$ cat src/rtl/rewind_fifo.sv
module rewind_fifo #(
  parameter int DATA_W = 8,
  parameter int ADDR_W = 4,
  parameter int GUARD  = 2,
  parameter int STEP_W = 2
) (
  input  logic              clk,
  input  logic              rst_n,
  input  logic              push,
  input  logic [DATA_W-1:0] din,
  input  logic              pop,
  output logic [DATA_W-1:0] dout,
  input  logic              rew,
  input  logic [STEP_W-1:0] rew_n,
  input  logic              commit,
  output logic              full,
  output logic              empty,
  output logic              rew_err
);
  localparam int DEPTH = 1 << ADDR_W;
  localparam int CAP   = DEPTH - GUARD;
  localparam int PW    = ADDR_W + 1;

  logic [DATA_W-1:0] mem [DEPTH];
  logic [PW-1:0] wr_q, rd_q, cm_q, rd_nxt;

  wire [PW-1:0] held     = wr_q - cm_q;
  wire [PW-1:0] unclaim  = rd_q - cm_q;
  wire [PW-1:0] step_ext = {{(PW-STEP_W){1'b0}}, rew_n};

  assign full  = (held == PW'(CAP));
  assign empty = (rd_q == wr_q);
  assign dout  = mem[rd_q[ADDR_W-1:0]];

  wire push_ok = push & ~full;
  wire pop_ok  = pop & ~empty & ~rew;
  wire rew_ok  = rew && (rew_n != '0) && (int'(rew_n) <= GUARD) && (step_ext <= unclaim);

  always_comb begin
    if (rew_ok)      rd_nxt = rd_q - step_ext;
    else if (pop_ok) rd_nxt = rd_q + PW'(1);
    else             rd_nxt = rd_q;
  end

  always_ff @(posedge clk) begin
    if (!rst_n) begin
      wr_q    <= '0;
      rd_q    <= '0;
      cm_q    <= '0;
      rew_err <= 1'b0;
    end else begin
      wr_q    <= wr_q + {{(PW-1){1'b0}}, push_ok};
      rd_q    <= rd_nxt;
      if (commit) cm_q <= rd_nxt;
      rew_err <= rew & ~rew_ok;
    end
  end

  always_ff @(posedge clk)
    if (push_ok) mem[wr_q[ADDR_W-1:0]] <= din;

  a_r3_full_blocks_push: assert property (@(posedge clk) disable iff (!rst_n)
    (full && push) |=> (wr_q == $past(wr_q)));
  a_r4_empty_blocks_pop: assert property (@(posedge clk) disable iff (!rst_n)
    (empty && pop && !rew) |=> (rd_q == $past(rd_q)));
  a_r10_no_overrun: assert property (@(posedge clk) disable iff (!rst_n)
    held <= PW'(CAP));
  a_r2_rd_in_window: assert property (@(posedge clk) disable iff (!rst_n)
    unclaim <= held);
  a_r7_reject_holds: assert property (@(posedge clk) disable iff (!rst_n)
    rew_err |-> (rd_q == $past(rd_q)));
endmodule

$ cat config.mk
export PLATFORM = sky130hd
export DESIGN_NAME = rewind_fifo
export DESIGN_NICKNAME = d
export VERILOG_FILES = /design/src/rtl/rewind_fifo.sv
export SDC_FILE = /design/constraint.sdc
export NUM_CORES = 1
export LEC_CHECK = 0
export BUFFER_PORTS_ARGS = -buffer_cell sky130_fd_sc_hd__buf_4
export CAP_MARGIN = 20
export CORE_ASPECT_RATIO = 1.1
export CORE_MARGIN = 2
export CORE_UTILIZATION = 50
export CTS_BUF_LIST = sky130_fd_sc_hd__clkbuf_8 sky130_fd_sc_hd__clkbuf_16
export DETAILED_ROUTE_END_ITERATION = 10
export PLACE_DENSITY = 0.69
export SETUP_SLACK_MARGIN = 0.1
export SYNTH_ARGS = -nofsm -noshare
export SYNTH_HDL_FRONTEND = slang
export SYNTH_SLANG_ARGS = --single-unit
$ cat constraint.sdc
create_clock -name clk -period 3.2 [get_ports clk]
set_input_delay 0.32 -clock clk [delete_from_list [all_inputs] [get_ports clk]]
set_output_delay 0.32 -clock clk [all_outputs]
set_load 0.1 [all_outputs]
---- After elaboration in Yosys (flattened, before gate mapping) ----
Memory sizes are Yosys's and may differ from the RTL's. A register that Yosys moved wholly into a read port is not among the register bits.
Index checks and enable logic that the tools add are counted.
word-level totals
  flip-flop bits (word level) ............. 16
  memory bits (writable) .................. 128
  input bits .............................. 16
  output and inout bits ................... 11
  word-level logic and storage cells ...... 31
  memories kept ........................... 1
memories
  name  words  bits a word  read ports  clocked after memory_dff  write ports  RTL line  source
  mem   16     8            1           1                         1            24        logic [DATA_W-1:0] mem [DEPTH];
operators by class
  $add $sub $neg .......................... 5
  $lt $le $gt $ge ......................... 2
  eq/ne operators ......................... 2
  muxes and demuxes ....................... 5
  bitwise operators ....................... 8
  reduce and logical (&&, ||, !) cells .... 4
operators by type and width
  kind                   count
  $mux W5                2
  $sub A5 B5 Y5          2
  $add A5 B1 Y5          1
  $add A5 B1 Y5 const B  1
  $eq A5 B4 Y1 const B   1
  $eq A5 B5 Y1           1
  $le A2 B5 Y1           1
  $sub A5 B2 Y5          1
  $and A1 B1 Y1          4
  $mux W4                1
  $not A1 Y1             4
  $logic_and A1 B1 Y1    3
  $le A2 B2 Y1 const B   1
  $mux W1                2
  $reduce_bool A2 Y1     1

---- Longest topological paths before layout ----
Gate-level depths: netlist of the first run.
  depth after elaboration ................. 7
  depth in mapped cells ................... 16
  depth with buffers taken out ............ 12

---- Least setup slack after synthesis of the first run ----
OpenSTA, ideal clock, no wires.
  kind .................................... reg2reg
  start point ............................. register wr_q[1]
  end point ............................... register wr_q[2]
  library setup time ...................... 0.115 ns
  arrival time ............................ 3.639 ns
  data required time ...................... 3.085 ns
  slack ................................... -0.554 ns
  stages on the path, launching flop included .. 9
  path buffers ............................ 0
  clock period less this slack ............ 3.754 ns
  cells stage by stage .................... dfxtp_1 -> ha_1 -> nand2b_1 -> nor4_2 -> nor2b_1 -> ha_1 -> ha_1 -> xor2_1 -> and2_1
between the ends
  cells in the longest elaborated chain, start to end .. 5
ends and longest elaborated chain
  item                    RTL line  source
  from (decl)             25        logic [PW-1:0] wr_q, rd_q, cm_q, rd_nxt;
  from (signal assigned)  52        wr_q <= wr_q + {{(PW-1){1'b0}}, push_ok};
  $sub A5 B5 Y5           27        wire [PW-1:0] held = wr_q - cm_q;
  $eq A5 B4 Y1            31        assign full = (held == PW'(CAP));
  named net full          16        output logic full,
  $not A1 Y1              35        wire push_ok = push & ~full;
  $and A1 B1 Y1           35
  $add A5 B1 Y5           52
The timed path passes the listed nets, and every way through them passes these cells.
A chain may end at the register's enable or synchronous reset.

==> metrics, run 1 <==
sequential fraction of design power=31.2%; antenna-violating nets left=0; sequential area share after synthesis=66.35%; total number of vias=3,493; clk sinks=144; YS warnings=0; Setup TNS Final=0 ns; ANT cells=0; CP cell instances=buf_6 -> mux4_2 -> and2_1 -> a211oi_1 -> a21oi_1 -> buf_4; Post CTS Setup Buffer Count=0; CTS resizes=0; DP HPWL=8.638 mm; predominant post-synthesis flop cell=edfxtp_1; PD cells=935.3 nW/µm²; Final Skew=0.01046 ns; WL met1=5.790 mm; DR iter-0 viols=326; GP Congestion=0.9034; DR vias/cell=5.940; Met2 Routed Length=6.880 mm; crit path DAT=2.64 ns; Synth Area in XOR/XNOR=2.831%; core area=12,140 µm²; Worst Max-Slew Pin Slew=0.5023 ns; Rel. slew slack=66.31%; Post-Synthesis Cells=371; complex-gate fraction of the synthesized area=4.067%; most common cell after layout, fill and taps aside=edfxtp_1; NetSw=2.591 mW; CTS max path bufs=2; Remaining DRCs=0; first-pass GRT wire length=20.67 mm; hold_buf cts=0; CTS root buf=clkbuf_16; Synth Register Bits=144; Die Area=13,470 µm²; post-synthesis simple-gate area fraction=7.257%; vias in the first global route=3,471; max_cap viols=0; dpl ws=0.4852 ns; Die Span Y=121.5 µm; endpoints failing setup=0; DP Area=6764 µm²; clock share of power=30.1%; routed wire length per instance=22.87 µm; Clock Latency Late Sink=0.41 ns; chip width=110.8 µm; syn_nets=404; outcome=complete, no violations; Worst Hold Class=primary input to register; RSZ-0062 raised after global routing=false; worst-path fanout max=21; Yosys cell types=41; CP max stage delay=0.57 ns; Required @ worst endpoint=2.88 ns; Max Slew Vio Count=0; total CTS buffers=17; clock-pin transition on the worst setup and hold timing paths=0.06 ns; Fin. Hold Viols=0; Logic pwr share=38.7%; Port Buf Inserts=26; layout cells sized above 1=26.96%; asr flop ratio synth=0%; met3 routed WL=682 µm; crit start category=register; Crit Path Category=register to output port; area share of fa/ha/maj cells after synthesis=3.628%; most frequent cells in the layout=edfxtp_1 (128), buf_4 (48), mux4_2 (28), clkbuf_16 (17), nor2_1 (16); synthesized area per cell=16.92 µm²; mapped cell area=6276 µm²; minimum clock period=2.955 ns; Fmax=0.3384 GHz; largest family of logic cells by synthesized area=multiplexers; post-route cell area=7400 µm²; fin crit share=92.35%; grt total ovfl=0; P_int=4.330 mW; Slowest-stage cell, CP=mux4_2; Row Count=42; H-Tree Level Count=4; area delta synth->final=17.90%; io pins=27; pin count of the biggest net entering global routing=31; CP endpoint kind=output port; Starting Density=51.70%; peak supply drop=1.445 mV; final worst slack=0.2447 ns; Overall Global Routing Usage=21.21%; fin nets=455; number of synthesized flops with an enable pin=128; routed wire length=13.45 mm; antenna violations before repair=0; Top Metal Used=met4; Leakage=2.598 nW; CTS tree=built; switching share of total power=37.44%; post-synthesis mux area share=13.66%; Pre-antenna DRT Iters=5
==> worst max-delay path: cells and delay by family, from the launching register on <==
family          cells  cell delay, ns
compound gates      2            0.56
buf+inv             2            0.56
flops               1            0.34
mux                 1            0.57
simple gates        1            0.18
==> through the flow <==
| step | utilization, % | total power, mW | std cells | hold slack (ns) |
|---|---|---|---|---|
| after floorplan | - | 4.260 | 371 | 0.4189 |
| after global placement | 55.72 | 4.820 | 557 | 0.5024 |
| after detailed placement | 55.72 | 4.858 | 557 | 0.5177 |
| after CTS | 60.89 | 6.950 | 588 | 0.1489 |
| after global routing | 60.96 | 7.186 | 588 | 0.1600 |
| final | 60.96 | 6.921 | 588 | 0.1654 |
==> power groups by stage <==
stage	logic, mW	clock network, mW	registers (mW)
after floorplan	2.05	0	2.21
after global placement	2.63	0	2.19
after detailed placement	2.66	0	2.20
after CTS	2.67	2.12	2.16
after global routing	2.83	2.19	2.17
final	2.68	2.08	2.16
==> cell usage after synthesis (4+ instances only) <==
master | instances | area share (%)
a211oi_1 | 8 | 0.96
a21oi_1 | 15 | 1.2
and2_1 | 14 | 1.4
and3_1 | 5 | 0.50
buf_2 | 6 | 0.48
clkbuf_1 | 7 | 0.42
dfxtp_1 | 16 | 5.1
edfxtp_1 | 128 | 61
ha_1 | 15 | 3.0
inv_1 | 13 | 0.78
mux2i_1 | 11 | 1.8
mux4_1 | 4 | 1.7
mux4_2 | 28 | 10
nand2_1 | 9 | 0.54
nand2b_1 | 9 | 0.90
nand3_1 | 11 | 0.88
nor2_1 | 16 | 0.96
nor3_1 | 6 | 0.48
nor3b_1 | 4 | 0.48
xnor2_1 | 9 | 1.3
xor2_1 | 5 | 0.70
==> final cells by class <==
cell class | instances | area (µm²)
Multi-Input combinational cell | 196 | 1982
Tap cell | 154 | 192.7
Timing Repair Buffer | 50 | 382.9
Inverter | 13 | 48.80
Fill cell | 878 | 4740
Clock inverter | 14 | 202.7
Sequential cell | 144 | 4165
Clock buffer | 17 | 425.4
==> sequential cells by signal, summed over array words and instances (netlist names) <==
register,count
rd_q,5
wr_q,5
rew_err,1
cm_q,5
mem,128
==> cells by family after synthesis <==
logic type | Yosys count
flops | 144
fa+ha+maj | 17
simple gates | 82
compound gates | 36
mux | 44
xor+xnor | 17
buf+inv | 31
==> worst paths after layout <==
path / start / end / slack, ns / cells after the start
max reg2reg: rd_q[0] / cm_q[2] / 0.42 / 12
min reg2reg: cm_q[3] / cm_q[3] / 0.53 / 2
min: rew / rew_err / 0.17 / 3
max: rd_q[0] / dout[4] / 0.24 / 6
==> per-layer routing <==
layer,vias up,global-route usage (%)
met1,1834,28.97
li1,1555,-
met4,0,4.922
met2,95,35.05
met3,9,5.245
met5,-,0
Power figures use the tool's default switching activity.
==> inputs of run 2 (changes only) <==
--- a/config.mk
+++ b/config.mk
@@ -10,9 +10,8 @@
 export CORE_ASPECT_RATIO = 1.1
 export CORE_MARGIN = 2
 export CORE_UTILIZATION = 50
-export CTS_BUF_LIST = sky130_fd_sc_hd__clkbuf_8 sky130_fd_sc_hd__clkbuf_16
 export DETAILED_ROUTE_END_ITERATION = 10
-export PLACE_DENSITY = 0.69
+export PLACE_DENSITY_LB_ADDON = 0.15
 export SETUP_SLACK_MARGIN = 0.1
 export SYNTH_ARGS = -nofsm -noshare
 export SYNTH_HDL_FRONTEND = slang
==> run 2 against run 1 <==
First-iteration DRC count decreased by 28%. Flip-flop and latch count unchanged. Count of clock-buffer cells in the layout increased by 1. Total power decreased by 3.8%. Combinational power decreased by 2%. Cell area decreased by 0.54%. Largest cell class unchanged. Critical endpoint unchanged. Worst setup slack improved by 0.087 ns. Utilization decreased by 0.33 points. Critical path depth unchanged. Hold slack got worse by 0.011 ns. Clock power decreased by 10%.
==> metrics, run 2 (synthesis gave the netlist of run 1 again) <==
outcome=complete, no violations; Final Skew=0.006364 ns; endpoints failing setup=0; Leakage=2.576 nW; most common cell after layout, fill and taps aside=edfxtp_1; CP max stage delay=0.53 ns; max_cap viols=0; Worst Hold Class=primary input to register; routed wire length=12.54 mm; most frequent cells in the layout=edfxtp_1 (128), buf_4 (50), mux4_2 (28), clkbuf_16 (17), nor2_1 (16); Port Buf Inserts=26; grt total ovfl=0; DP HPWL=8.301 mm; crit path DAT=2.55 ns; io pins=27; register cell area after layout=4165 µm²; CTS max path bufs=2; pin count of the biggest net entering global routing=31; CP endpoint kind=output port; Remaining DRCs=0; worst-path fanout max=23; Starting Density=51.70%; peak supply drop=1.329 mV; Row Count=42; total CTS buffers=17; DR iter-0 viols=236; Post CTS Setup Buffer Count=0; clk sinks=144; # fillers=874; Die Span Y=121.5 µm; Required @ worst endpoint=2.88 ns; area delta synth->final=17.26%; PD cells=904.6 nW/µm²; routed wire length per instance=21.21 µm; final worst slack=0.3320 ns; clock-pin transition on the worst setup and hold timing paths=0.06 ns; CP most frequent cell=buf_6; CTS root buf=clkbuf_16; multi-input logic area=1982 µm²; antenna violations before repair=0; total number of vias=3,381; Pre-antenna DRT Iters=4; fin crit share=89.62%; vias in the first global route=3,477; Max Slew Vio Count=0; antenna-violating nets left=0; core area=12,140 µm²; RSZ-0062 raised after global routing=false; Overall Global Routing Usage=20.23%; Finished Core Util=60.63%; CP cell instances=buf_6 -> buf_6 -> mux4_2 -> mux2i_1 -> a21oi_1 -> buf_4; Worst Max-Slew Pin Slew=0.4473 ns; CTS tree=built; Rel. slew slack=70.14%; first-pass GRT wire length=19.72 mm; crit start category=register; Fin. Hold Viols=0; Crit Path Category=register to output port; Setup TNS Final=0 ns; fin nets=457; H-Tree Level Count=4; dpl ws=0.4967 ns; Clock Latency Late Sink=0.42 ns; DR vias/cell=5.721; Die Area=13,470 µm²; Slowest-stage cell, CP=mux4_2; Fmax=0.3487 GHz; layout cells sized above 1=27.00%; chip width=110.8 µm; max reg flops=128; hold_buf cts=0; minimum clock period=2.868 ns; ANT cells=0; GP Congestion=0.7762
==> run 2: cell types whose count changed in the layout (fill, tap and decap cells not counted), sizes merged <==
| cell | delta |
|---|---|
| buf | +2 |
| bufinv | -2 |
| clkinv | +8 |
| inv | -7 |
| clkinvlp | +1 |
| clkbuf | +1 |
==> run 2: layout make-up <==
class,instances,share of cell area (%)
Timing Repair Buffer,52,5.406
Tap cell,154,2.618
Inverter,13,0.6630
Clock buffer,18,5.831
Sequential cell,144,56.60
Clock inverter,14,1.955
Multi-Input combinational cell,196,26.93
==> run 2: final timing paths <==
kind / startpoint / end / slack, ns / cells after the start
max reg2reg: rd_q[0] / cm_q[2] / 0.45 / 12
min reg2reg: cm_q[3] / cm_q[3] / 0.52 / 2
max: rd_q[0] / dout[4] / 0.33 / 6
min: rew / rew_err / 0.15 / 3
==> run 2: layer usage <==
metal	GRT usage, %	up-vias	routed length, µm
li1	-	1562	-
met1	25.80	1728	5380
met2	33.74	74	6382
met3	4.945	17	543
met4	8.281	0	230
met5	0	-	0
==> run 2: critical path: cells and delay by family, from the launching register on <==
kind,cells,cell delay [ns]
compound gates,1,0.15
buf+inv,3,0.85
flops,1,0.33
mux,2,0.77
==> run 2: power by group <==
group          internal (mW)  total, mW  switching (mW)
combinational          0.895       2.62            1.73
clock                   1.14       1.87           0.732
sequential              2.12       2.16          0.0438
total                   4.15       6.66            2.50
==> run 2: metrics by stage <==
step	std cells	area (µm²)	hold WS, ns	total power, mW
floorplan	371	6292	0.4189	4.260
global placement	559	6779	0.4953	4.802
detailed placement	559	6779	0.5075	4.831
CTS	591	7356	0.1382	6.712
global route	591	7360	0.1523	6.959
finish	591	7360	0.1546	6.657
==> run 2: what timing repair did <==
action / 4_1_cts / 5_1_grt
pin swaps: 0 / 0
setup endpoints to repair: 2 / 2
resized for setup: 1 / 1
==> inputs of run 3 (changes only) <==
--- a/config.mk
+++ b/config.mk
@@ -7,11 +7,15 @@
 export LEC_CHECK = 0
 export BUFFER_PORTS_ARGS = -buffer_cell sky130_fd_sc_hd__buf_4
 export CAP_MARGIN = 20
+export CELL_PAD_IN_SITES_DETAIL_PLACEMENT = 0
+export CELL_PAD_IN_SITES_GLOBAL_PLACEMENT = 1
 export CORE_ASPECT_RATIO = 1.1
 export CORE_MARGIN = 2
-export CORE_UTILIZATION = 50
+export CORE_UTILIZATION = 48
 export DETAILED_ROUTE_END_ITERATION = 10
+export HOLD_SLACK_MARGIN = 0.08
 export PLACE_DENSITY_LB_ADDON = 0.15
+export REMOVE_ABC_BUFFERS = 1
 export SETUP_SLACK_MARGIN = 0.1
 export SYNTH_ARGS = -nofsm -noshare
 export SYNTH_HDL_FRONTEND = slang
==> run 3 against run 2 <==
Die area up 4.0%. Non-clock buffer count shrank 8. Count of clock-buffer cells in the layout increased by 1. Global-route usage about the same. Total power up 3.1%. Hold slack better by 0.011 ns. Worst setup slack worse by 0.032 ns. Final cell count decreased by 0.85%. Register-to-register slack got worse by 0.11 ns. Largest cell class unchanged. Largest power group unchanged. Highest routed layer unchanged.
==> metrics, run 3 (synthesis gave the netlist of run 1 again) <==
Leakage=2.557 nW; Slowest-stage cell, CP=mux4_1; antenna violations before repair=0; CTS max path bufs=2; Fin. Hold Viols=0; DP HPWL=8.028 mm; core area=12,700 µm²; max_cap viols=0; endpoints failing setup=0; clk sinks=144; layout cells sized above 1=24.94%; dpl ws=0.3348 ns; crit start category=register; pin count of the biggest net entering global routing=37; total number of vias=3,371; final worst slack=0.3003 ns; Clock Latency Late Sink=0.42 ns; PD cells=932.4 nW/µm²; antenna-violating nets left=0; DR vias/cell=5.753; Row Count=43; first-pass GRT wire length=20.09 mm; Pre-antenna DRT Iters=4; CP endpoint kind=output port; max reg flops=128; hold path cells=3; most common cell after layout, fill and taps aside=edfxtp_1; Register-to-Register Path Depth=11; Rel. slew slack=39.98%; peak supply drop=0.8768 mV; Finished Core Util=57.96%; hold_buf cts=0; Die Span Y=123.9 µm; Worst Max-Slew Pin Slew=0.8970 ns; H-Tree Level Count=4; chip width=113.0 µm; Fmax=0.3449 GHz; CTS tree=built; routed wire length per instance=21.80 µm; worst hold slack=0.1658 ns; most frequent cells in the layout=edfxtp_1 (128), buf_4 (42), mux4_2 (28), clkbuf_16 (17), nor2_1 (16); CTS root buf=clkbuf_16; worst-path fanout max=36; outcome=complete, no violations; Final Skew=0.006054 ns; crit path DAT=2.58 ns; post-route cell area=7360 µm²; Required @ worst endpoint=2.88 ns; GP Congestion=0.7777; minimum clock period=2.900 ns; clock-pin transition on the worst setup and hold timing paths=0.06 ns; ANT cells=0; area delta synth->final=17.26%; Port Buf Inserts=26; Worst Hold Class=primary input to register; Crit Path Category=register to output port; CP cell instances=buf_8 -> mux4_1 -> and2_1 -> a211oi_1 -> a21oi_1 -> buf_4; Starting Density=49.43%; Overall Global Routing Usage=20.21%; Remaining DRCs=0; routed wire length=12.78 mm; DR iter-0 viols=265; CP max stage delay=0.62 ns; vias in the first global route=3,438; fin nets=449; total CTS buffers=17; fin crit share=90.61%; DP Area=6726 µm²; grt total ovfl=0; io pins=27; Post CTS Setup Buffer Count=0; Max Slew Vio Count=0; CTS resizes=1; RSZ-0062 raised after global routing=false; Die Area=14,010 µm²
==> run 3: changes by cell type in the layout (fill, tap and decap cells not counted) <==
| cell | delta |
|---|---|
| buf_6 | -2 |
| nor4_2 | +1 |
| clkinv_2 | -1 |
| buf_8 | +1 |
| clkinv_1 | +2 |
| buf_4 | -8 |
| clkinv_4 | -5 |
| bufinv_16 | +3 |
| nor4_4 | -1 |
| clkbuf_1 | +1 |
| buf_12 | +1 |
==> run 3: final timing paths <==
check | from | endpoint | slack, ns
worst max-delay path | rd_q[0] | dout[2] | 0.30
worst min-delay path | rew | rew_err | 0.17
worst max register to register | cm_q[0] | cm_q[2] | 0.34
worst min register to register | cm_q[3] | cm_q[3] | 0.54
==> run 3: critical path, delay by kind of cell (launching register included) <==
kind | cells | cell delay [ns]
flip-flops | 1 | 0.34
AO/OA/AOI/OAI | 2 | 0.40
buffers and inverters | 2 | 0.61
AND/OR/NAND/NOR | 1 | 0.18
multiplexers | 1 | 0.62
==> run 3: cell type report <==
cell class	count	area, µm²
timing repair buffer	44	350.3
inverter	13	48.80
clock inverter	13	192.7
fill	956	5338
sequential	144	4165
clock buffer	19	432.9
tap	157	196.4
multi-input combinational	196	1973
==> run 3: power breakdown <==
part | switching [mW] | leakage, nW | total, mW | internal, mW
clock network | 0.723 | 0.293 | 2.09 | 1.37
logic | 1.71 | 0.976 | 2.60 | 0.896
registers | 0.0495 | 1.29 | 2.17 | 2.12
==> run 3: through the flow <==
| stage | std cells | power [mW] | TNS (ns) |
|---|---|---|---|
| 3_3_place_gp | 554 | 4.805 | 0 |
| 4_1_cts | 586 | 6.926 | 0 |
| 6_report | 586 | 6.862 | 0 |
| 3_5_place_dp | 554 | 4.817 | 0 |
| 2_1_floorplan | 353 | 4.189 | -79.88 |
| 5_1_grt | 586 | 7.169 | 0 |
==> run 3: routing by layer <==
layer	vias up	GRT usage, %	share of wire [%]
li1	1541	-	-
met5	-	0	0
met4	0	7.622	1.1
met1	1726	26.70	44
met2	94	32.56	50
met3	10	5.401	5.1
